--- src/rtl/lsu_lane_align.sv ---
module lsu_lane_align (
  input  logic        clk,
  input  logic        rst_n,
  input  logic        valid_i,
  input  logic [31:0] insn_i,
  input  logic [31:0] rs1_i,
  input  logic [31:0] rs2_i,
  input  logic [31:0] mem_rdata_i,
  output logic        mem_req_o,
  output logic        mem_we_o,
  output logic [29:0] mem_addr_o,
  output logic [3:0]  mem_be_o,
  output logic [31:0] mem_wdata_o,
  output logic        misalign_o,
  output logic        rd_valid_o,
  output logic [31:0] rd_data_o
);
  localparam logic [6:0] OPC_LD = 7'b0000011;
  localparam logic [6:0] OPC_ST = 7'b0100011;

  logic [6:0]  opc;
  logic [2:0]  f3;
  logic        is_ld, is_st, hit, misal;
  logic [11:0] ofs;
  logic [31:0] ea;
  logic [3:0]  be;
  logic [31:0] wd;

  assign opc   = insn_i[6:0];
  assign f3    = insn_i[14:12];
  assign is_ld = (opc == OPC_LD) && (f3 != 3'b011) && (f3 != 3'b110) && (f3 != 3'b111);
  assign is_st = (opc == OPC_ST) && !f3[2] && (f3[1:0] != 2'b11);
  assign hit   = valid_i && (is_ld || is_st);
  assign ofs   = is_st ? {insn_i[31:25], insn_i[11:7]} : insn_i[31:20];
  assign ea    = rs1_i + {{20{ofs[11]}}, ofs};
  assign misal = (f3[1:0] == 2'b01 && ea[0]) || (f3[1:0] == 2'b10 && ea[1:0] != 2'b00);

  always_comb begin
    case (f3[1:0])
      2'b00:   begin be = 4'b0001 << ea[1:0]; wd = {4{rs2_i[7:0]}};  end
      2'b01:   begin be = 4'b0011 << ea[1:0]; wd = {2{rs2_i[15:0]}}; end
      default: begin be = 4'b1111;            wd = rs2_i;            end
    endcase
  end

  logic        req_q, we_q, mis_q;
  logic [31:0] addr_q, wd_q;
  logic [2:0]  f3_q;
  logic [3:0]  be_q;

  always_ff @(posedge clk) begin
    if (!rst_n) begin
      req_q  <= 1'b0;
      we_q   <= 1'b0;
      mis_q  <= 1'b0;
      addr_q <= '0;
      wd_q   <= '0;
      f3_q   <= '0;
      be_q   <= '0;
    end else begin
      req_q  <= hit && !misal;
      mis_q  <= hit && misal;
      we_q   <= hit && !misal && is_st;
      addr_q <= ea;
      wd_q   <= wd;
      f3_q   <= f3;
      be_q   <= be;
    end
  end

  assign mem_req_o   = req_q;
  assign mem_we_o    = we_q;
  assign mem_addr_o  = req_q ? addr_q[31:2] : '0;
  assign mem_be_o    = req_q ? be_q : 4'b0000;
  assign mem_wdata_o = we_q ? wd_q : '0;
  assign misalign_o  = mis_q;
  assign rd_valid_o  = req_q && !we_q;

  logic [31:0] sh;
  logic [31:0] ext;
  assign sh = mem_rdata_i >> {addr_q[1:0], 3'b000};

  always_comb begin
    case (f3_q)
      3'b000:  ext = {{24{sh[7]}}, sh[7:0]};
      3'b001:  ext = {{16{sh[15]}}, sh[15:0]};
      3'b100:  ext = {24'h0, sh[7:0]};
      3'b101:  ext = {16'h0, sh[15:0]};
      default: ext = sh;
    endcase
  end

  assign rd_data_o = rd_valid_o ? ext : '0;

  assert_half_aligned_R7: assert property (@(posedge clk) disable iff (!rst_n)
    (mem_req_o && f3_q[1:0] == 2'b01) |-> !addr_q[0]);

  assert_word_aligned_R7: assert property (@(posedge clk) disable iff (!rst_n)
    (mem_req_o && f3_q[1:0] == 2'b10) |-> (addr_q[1:0] == 2'b00));

  assert_store_lanes_R3: assert property (@(posedge clk) disable iff (!rst_n)
    mem_we_o |-> ($countones(mem_be_o) == 1 || $countones(mem_be_o) == 2 || $countones(mem_be_o) == 4));

  assert_word_store_R4: assert property (@(posedge clk) disable iff (!rst_n)
    (mem_we_o && mem_be_o == 4'hF) |-> (mem_wdata_o == $past(rs2_i)));

  assert_zero_fill_R6: assert property (@(posedge clk) disable iff (!rst_n)
    (rd_valid_o && f3_q == 3'b100) |-> (rd_data_o[31:8] == 24'h0));

  assert_flag_no_req_R7: assert property (@(posedge clk) disable iff (!rst_n)
    misalign_o |-> (mem_be_o == 4'b0000 && !rd_valid_o));
endmodule

--- config.mk ---
export PLATFORM = sky130hd
export DESIGN_NAME = lsu_lane_align
export DESIGN_NICKNAME = d
export VERILOG_FILES = /design/src/rtl/lsu_lane_align.sv
export SDC_FILE = /design/constraint.sdc
export NUM_CORES = 1
export LEC_CHECK = 0
export CELL_PAD_IN_SITES_DETAIL_PLACEMENT = 2
export CELL_PAD_IN_SITES_GLOBAL_PLACEMENT = 2
export CORE_ASPECT_RATIO = 1.75
export CORE_MARGIN = 1
export CORE_UTILIZATION = 25
export CTS_BUF_LIST = sky130_fd_sc_hd__clkbuf_4 sky130_fd_sc_hd__clkbuf_8
export CTS_CLUSTER_DIAMETER = 80
export DETAILED_ROUTE_END_ITERATION = 8
export MAX_ROUTING_LAYER = met4
export PLACE_DENSITY = 0.87
export SETUP_SLACK_MARGIN = 0.4
export SLEW_MARGIN = 10
export SYNTH_ARGS = -nofsm -noshare
export SYNTH_HDL_FRONTEND = slang
export SYNTH_SLANG_ARGS = --single-unit
--- constraint.sdc ---
create_clock -name clk -period 6.6 [get_ports clk]
set_clock_uncertainty 0.15 [all_clocks]
set_input_delay 0.99 -clock clk [delete_from_list [all_inputs] [get_ports clk]]
set_output_delay 0.99 -clock clk [all_outputs]
set_load 0.1 [all_outputs]
==> results of run 1 <==
registers in the layout, indices dropped and copies added (netlist names):
signal / flops
be_q: 4
addr_q: 32
wd_q: 32
f3_q: 3
misalign_o: 1
mem_req_o: 1
mem_we_o: 1
cells by family (layout without fill, tap and decap cells):
group,after synthesis,in the layout,synth area share (%)
fa+ha+maj,32,32,7.56
other cells,0,2,0
simple gates,281,281,26.9
mux,45,45,8.49
xor+xnor,11,11,1.79
buf+inv,59,266,4.24
flops,74,74,27.5
compound gates,200,200,23.5
layer usage:
| layer | track usage (%) | up-vias | wire length [um] |
|---|---|---|---|
| met2 | 43.0 | 172 | 13300 |
| met3 | 2.80 | 55 | 803 |
| met4 | 13.1 | 0 | 1190 |
| li1 | - | 2862 | - |
| met1 | 20.0 | 2911 | 8340 |
| met5 | - | - | 0 |
final cells by class:
| type | count | area, sq um |
|---|---|---|
| clock inverter | 6 | 65.1 |
| sequential | 74 | 1480 |
| clock buffer | 10 | 131 |
| inverter | 14 | 52.6 |
| timing repair buffer | 236 | 2340 |
| multi-input combinational | 569 | 3690 |
| fill | 2407 | 12900 |
| tap | 252 | 315 |
| antenna | 2 | 5.00 |
cells in the final DEF, fill, tap and decap left out, types with 18 or more instances in the layout:
| cell | instances |
|---|---|
| nor2_1 | 66 |
| clkdlybuf4s50_1 | 227 |
| nand2_1 | 66 |
| o21ai_0 | 33 |
| mux2i_1 | 39 |
| and2_1 | 78 |
| a21o_1 | 18 |
| dfxtp_1 | 74 |
| ha_1 | 31 |
| a21oi_1 | 74 |
worst paths after layout:
path       from         end  slack, ps  cells past startpoint
min     valid_i  misalign_o       1060                      3
max   insn_i[3]  addr_q[26]       1550                     15
critical path: stages:
cell,delay [ps]
clkdlybuf4s50_1,400
nor4b_1,270
and4b_1,280
nand3b_1,340
mux2_2,350
ha_1,200
inv_1,70
fa_1,410
nor2b_4,140
o31a_1,220
o21ai_2,120
a2111oi_4,710
o31ai_2,250
o21ai_1,230
mux2i_1,220
through the flow:
stage	instances	hold WS [ps]
3_5_place_dp	1145	1460
4_1_cts	1161	1030
6_report	1163	1060
3_3_place_gp	1145	1440
5_1_grt	1163	1040
2_1_floorplan	702	962
power breakdown:
group          internal (mW)  switching, mW
logic                  0.181          0.219
registers              0.486         0.0133
clock network          0.180          0.202
total                  0.847          0.434
synth_stat cells, types with 4 or more instances:
| cell type | n | area (sq um) |
|---|---|---|
| nand2b_1 | 9 | 56.3 |
| nor3b_1 | 4 | 30.0 |
| o21ai_0 | 33 | 165 |
| mux2_2 | 6 | 67.6 |
| o21a_1 | 15 | 113 |
| nor2b_1 | 13 | 81.3 |
| a21o_1 | 18 | 135 |
| nand2_1 | 66 | 248 |
| nor3_1 | 8 | 40.0 |
| nand3_1 | 7 | 35.0 |
| o21ai_1 | 8 | 40.0 |
| clkbuf_1 | 30 | 113 |
| nand4_1 | 11 | 68.8 |
| inv_1 | 13 | 48.8 |
| dfxtp_1 | 74 | 1480 |
| buf_1 | 9 | 33.8 |
| a211oi_1 | 17 | 128 |
| xor2_1 | 6 | 52.6 |
| a31oi_1 | 7 | 43.8 |
| a21oi_1 | 74 | 370 |
| buf_2 | 6 | 30.0 |
| and2_1 | 78 | 488 |
| mux2i_1 | 39 | 390 |
| xnor2_1 | 5 | 43.8 |
| ha_1 | 31 | 388 |
| nor2_1 | 66 | 248 |
==> metrics.csv, run 1 <==
metric;value;unit
Worst-Margin Slew;1090;ps
remaining antenna violation count;0;
Slew HR;27.0;%
GR Overflow Total;0;
DRC Markers;0;
placed cell areas;7880;sq um
Vias;6000;
syn_nets;865;
RSZ-0062 raised after global routing;no;
Final Power;1.28;mW
Main synth FF type;dfxtp_1;
Max Cap Violations;0;
Critical Path RT;6760;ps
nets;1067;
Unique masters post-synth;63;
largest net degree at the start of global routing;41;
Final Max Slew Viols;0;
total CTS buffers;9;
P_leak;3.22;nW
clock root cell;clkbuf_8;
status;finished, final reports clean;
first-pass GRT wire length;36.0;mm
Iteration-0 DRC Markers;148;
port buffer count;227;
setup repair bufs after CTS;0;
synth warn;0;
Yosys reg bits;74;
clk slew on worst S/H paths;90;ps
Total Wirelength;23.7;mm
total track usage;22.1;%
die height;196;um
endpoints failing hold;0;
ys async rst share;0;%
Mapped Area;5400;sq um
die area;22200;sq um
Wirelength per Cell;20.4;um
final setup violation count;0;
pre-CTS WS;1040;ps
clk buf depth;2;
Gate Count Post-Synth;702;
final instance area;8080;sq um
GPL Wtd Cong;0.878;
Post-synth EDFFs;0;
Tightest Hold Check Type;in -> reg;
Starting Density;25.7;%
critical path type;in -> reg;
sequential share of the synthesized area;27.5;%
CP Data Arrival Time;5210;ps
Peak VDD IR;0.111;mV
crit end category;register;
Clock Sinks;74;
initial antenna violation count;2;
CTS Hold Buffers Added;0;
crit path max fanout;7;
DP HPWL;18.5;mm
Final period util;76.5;%
Tmin final;5050;ps
drt first pass iters;4;
fmax;0.198;GHz
layout cells sized above 1;5.17;%
Die X-Extent;113;um
IO Count;233;
Resize count post-CTS;0;
syn_area_per_cell;7.69;sq um
placement row count;70;
htree depth;3;
power per standard cell area;159;nW/um^2
total negative setup slack;0;ps
Final Core Density;38.4;%
final worst slack;1550;ps
CTS tree;done;
Area growth syn-to-layout;49.7;%
vias per inst;5.16;
CP startpoint kind;input port;
number of global-route vias before repair;6721;
Core ar.;21000;sq um
Power figures use the tool's default switching activity.
==> run 2, diff against run 1 <==
Settings changed: CORE_UTILIZATION 25 to 23, PLACE_DENSITY 0.87 to 0.81.
Clock period 6.6 ns to 4.99 ns, I/O delays scaled along.
==> metrics.csv, run 2 (same netlist as run 1, synthesis figures left out) <==
metric;value;unit
status;finished, final reports clean;
Final Power;1.66;mW
placement row count;73;
Iteration-0 DRC Markers;200;
Area growth syn-to-layout;49.9;%
Tmin final;4360;ps
ANT cells;0;
Wirelength per Cell;19.7;um
number of global-route vias before repair;6651;
delay-heaviest family, CP;compound AO/OA/AOI/OAI gates;
most frequent cells in the layout;194 x clkdlybuf4s50_1, 78 x and2_1, 74 x a21oi_1, 74 x dfxtp_1;
nets;1073;
IO Count;233;
Max Cap Violations;0;
Total Wirelength;23.9;mm
fmax;0.229;GHz
RSZ-0062 raised after global routing;no;
Min Hold Slack;840;ps
CP startpoint kind;input port;
Int Power;1.08;mW
largest net degree at the start of global routing;47;
Critical Path RT;5140;ps
Tightest Hold Check Type;in -> reg;
Vias;6008;
critical path type;in -> reg;
Flop pwr share;39.8;%
crit end category;register;
worst hold endpoint;wd_q[11];
hold_sp;rs2_i[11];
fill cell count;2647;
initial antenna violation count;0;
Largest regs;addr_q x32, wd_q x32, be_q x4;
CTS Hold Buffers Added;0;
Final Max Slew Viols;0;
CP Data Arrival Time;4510;ps
clk slew on worst S/H paths;90;ps
P_leak;3.32;nW
Post-Place Cells;1197;
port buffer count;227;
CP max stage cell;clkdlybuf4s50_1;
Non-Filler Instances;1215;
Sw Ratio;34.7;%
CTS tree;done;
Final period util;87.4;%
area of the multi-input gates;3690;sq um
DP HPWL;19.1;mm
drt first pass iters;4;
htree depth;3;
max incr delay on CP;410;ps
Clk network pwr share;28.4;%
clk buf depth;2;
die area;24100;sq um
total negative setup slack;0;ps
total track usage;20.5;%
DRC Markers;0;
Starting Density;23.6;%
Comb pwr share;31.8;%
Clock Sinks;74;
clock root cell;clkbuf_8;
vias per inst;4.94;
endpoints failing hold;0;
Hold Crit Depth;3;
Sw Pwr;577;uW
crit path max fanout;4;
Cell Chain, Critical Path;clkdlybuf4s50_1 > nor4b_1 > and4b_1 > nand3b_1 > buf_4 > mux2_2 > ha_1 > nor2b_4 > o31a_1 > o2111ai_2 > a21oi_1 > a211o_1 > a311oi_2 > mux2i_1;
die height;205;um
first-pass GRT wire length;36.9;mm
GPL Wtd Cong;0.880;
remaining antenna violation count;0;
GR Overflow Total;0;
Peak VDD IR;0.100;mV
Worst-Margin Slew;1050;ps
final setup violation count;0;
Die X-Extent;118;um
Core ar.;22800;sq um
Register Area;1480;sq um
power per standard cell area;205;nW/um^2
total CTS buffers;9;
layout cells sized above 1;9.51;%
leading cell type in the layout, fill and taps excluded;clkdlybuf4s50_1;
Critical path buffers and inverters;2;
Slew HR;29.9;%
[run 2: cell count changes in the layout (fill, tap and decap cells not counted), sizes merged]
cell / delta
inv: +1
buf: +39
bufinv: -1
clkinvlp: -1
clkdlybuf4s50: -33
clkinv: +1
diode: -2
[run 2: repair_timing]
item                       in CTS  in global routing
setup endpoints to repair       1                  1
gates resized for setup         0                  0
pin swaps                       1                  1
buffers inserted                0                  2
[run 2: how the worst max path moves through the flow]
stage | from | to | slack, ps | cells after the start
2_1_floorplan | mem_req_o | rd_data_o[28] | 120 | 6
3_3_place_gp | insn_i[3] | addr_q[26] | 170 | 15
3_5_place_dp | insn_i[3] | addr_q[26] | -2 | 15
4_1_cts | insn_i[3] | addr_q[26] | 440 | 15
5_1_grt | insn_i[3] | addr_q[26] | 440 | 16
6_report | insn_i[3] | addr_q[28] | 630 | 14
[run 2: routing by layer]
metal | up-vias | part of all wire [%] | global-route usage (%)
met1 | 2918 | 36 | 18.7
met5 | - | 0 | -
met4 | 0 | 3.4 | 8.56
met3 | 49 | 3.1 | 2.14
li1 | 2875 | - | -
met2 | 166 | 58 | 42.0
[run 2: power groups by stage]
stage          clock network, mW  logic (mW)  registers [mW]
5_1_grt                    0.521       0.581           0.667
2_1_floorplan                  0       0.316           0.663
6_report                   0.471       0.529           0.662
4_1_cts                    0.497       0.535           0.662
3_3_place_gp                   0       0.516           0.674
3_5_place_dp                   0       0.531           0.676
[run 2: stage by stage]
stage / worst slack, ps / util, % / instance area [sq um]
3_3_place_gp: 172 / 34.5 / 7890
5_1_grt: 442 / 35.4 / 8090
2_1_floorplan: 118 / - / 5400
3_5_place_dp: -1.76 / 34.5 / 7890
4_1_cts: 437 / 35.4 / 8070
6_report: 630 / 35.4 / 8090
[run 2: area by class of cell]
type | count | share of cell area, %
multi-input cells | 569 | 45.6
repair buffers | 242 | 28.5
flip-flops and latches | 74 | 18.3
well taps | 300 | 4.64
clock buffers | 10 | 1.70
inverters | 14 | 0.650
clock inverters | 6 | 0.603
==> run 3, diff against run 2 <==
Settings changed: CTS_BUF_LIST sky130_fd_sc_hd__clkbuf_4 sky130_fd_sc_hd__clkbuf_8 to sky130_fd_sc_hd__clkbuf_2 sky130_fd_sc_hd__clkbuf_4 sky130_fd_sc_hd__clkbuf_8.
==> results of run 3 <==
No change in the layout: final DEF, timing and power equal those of run 2.
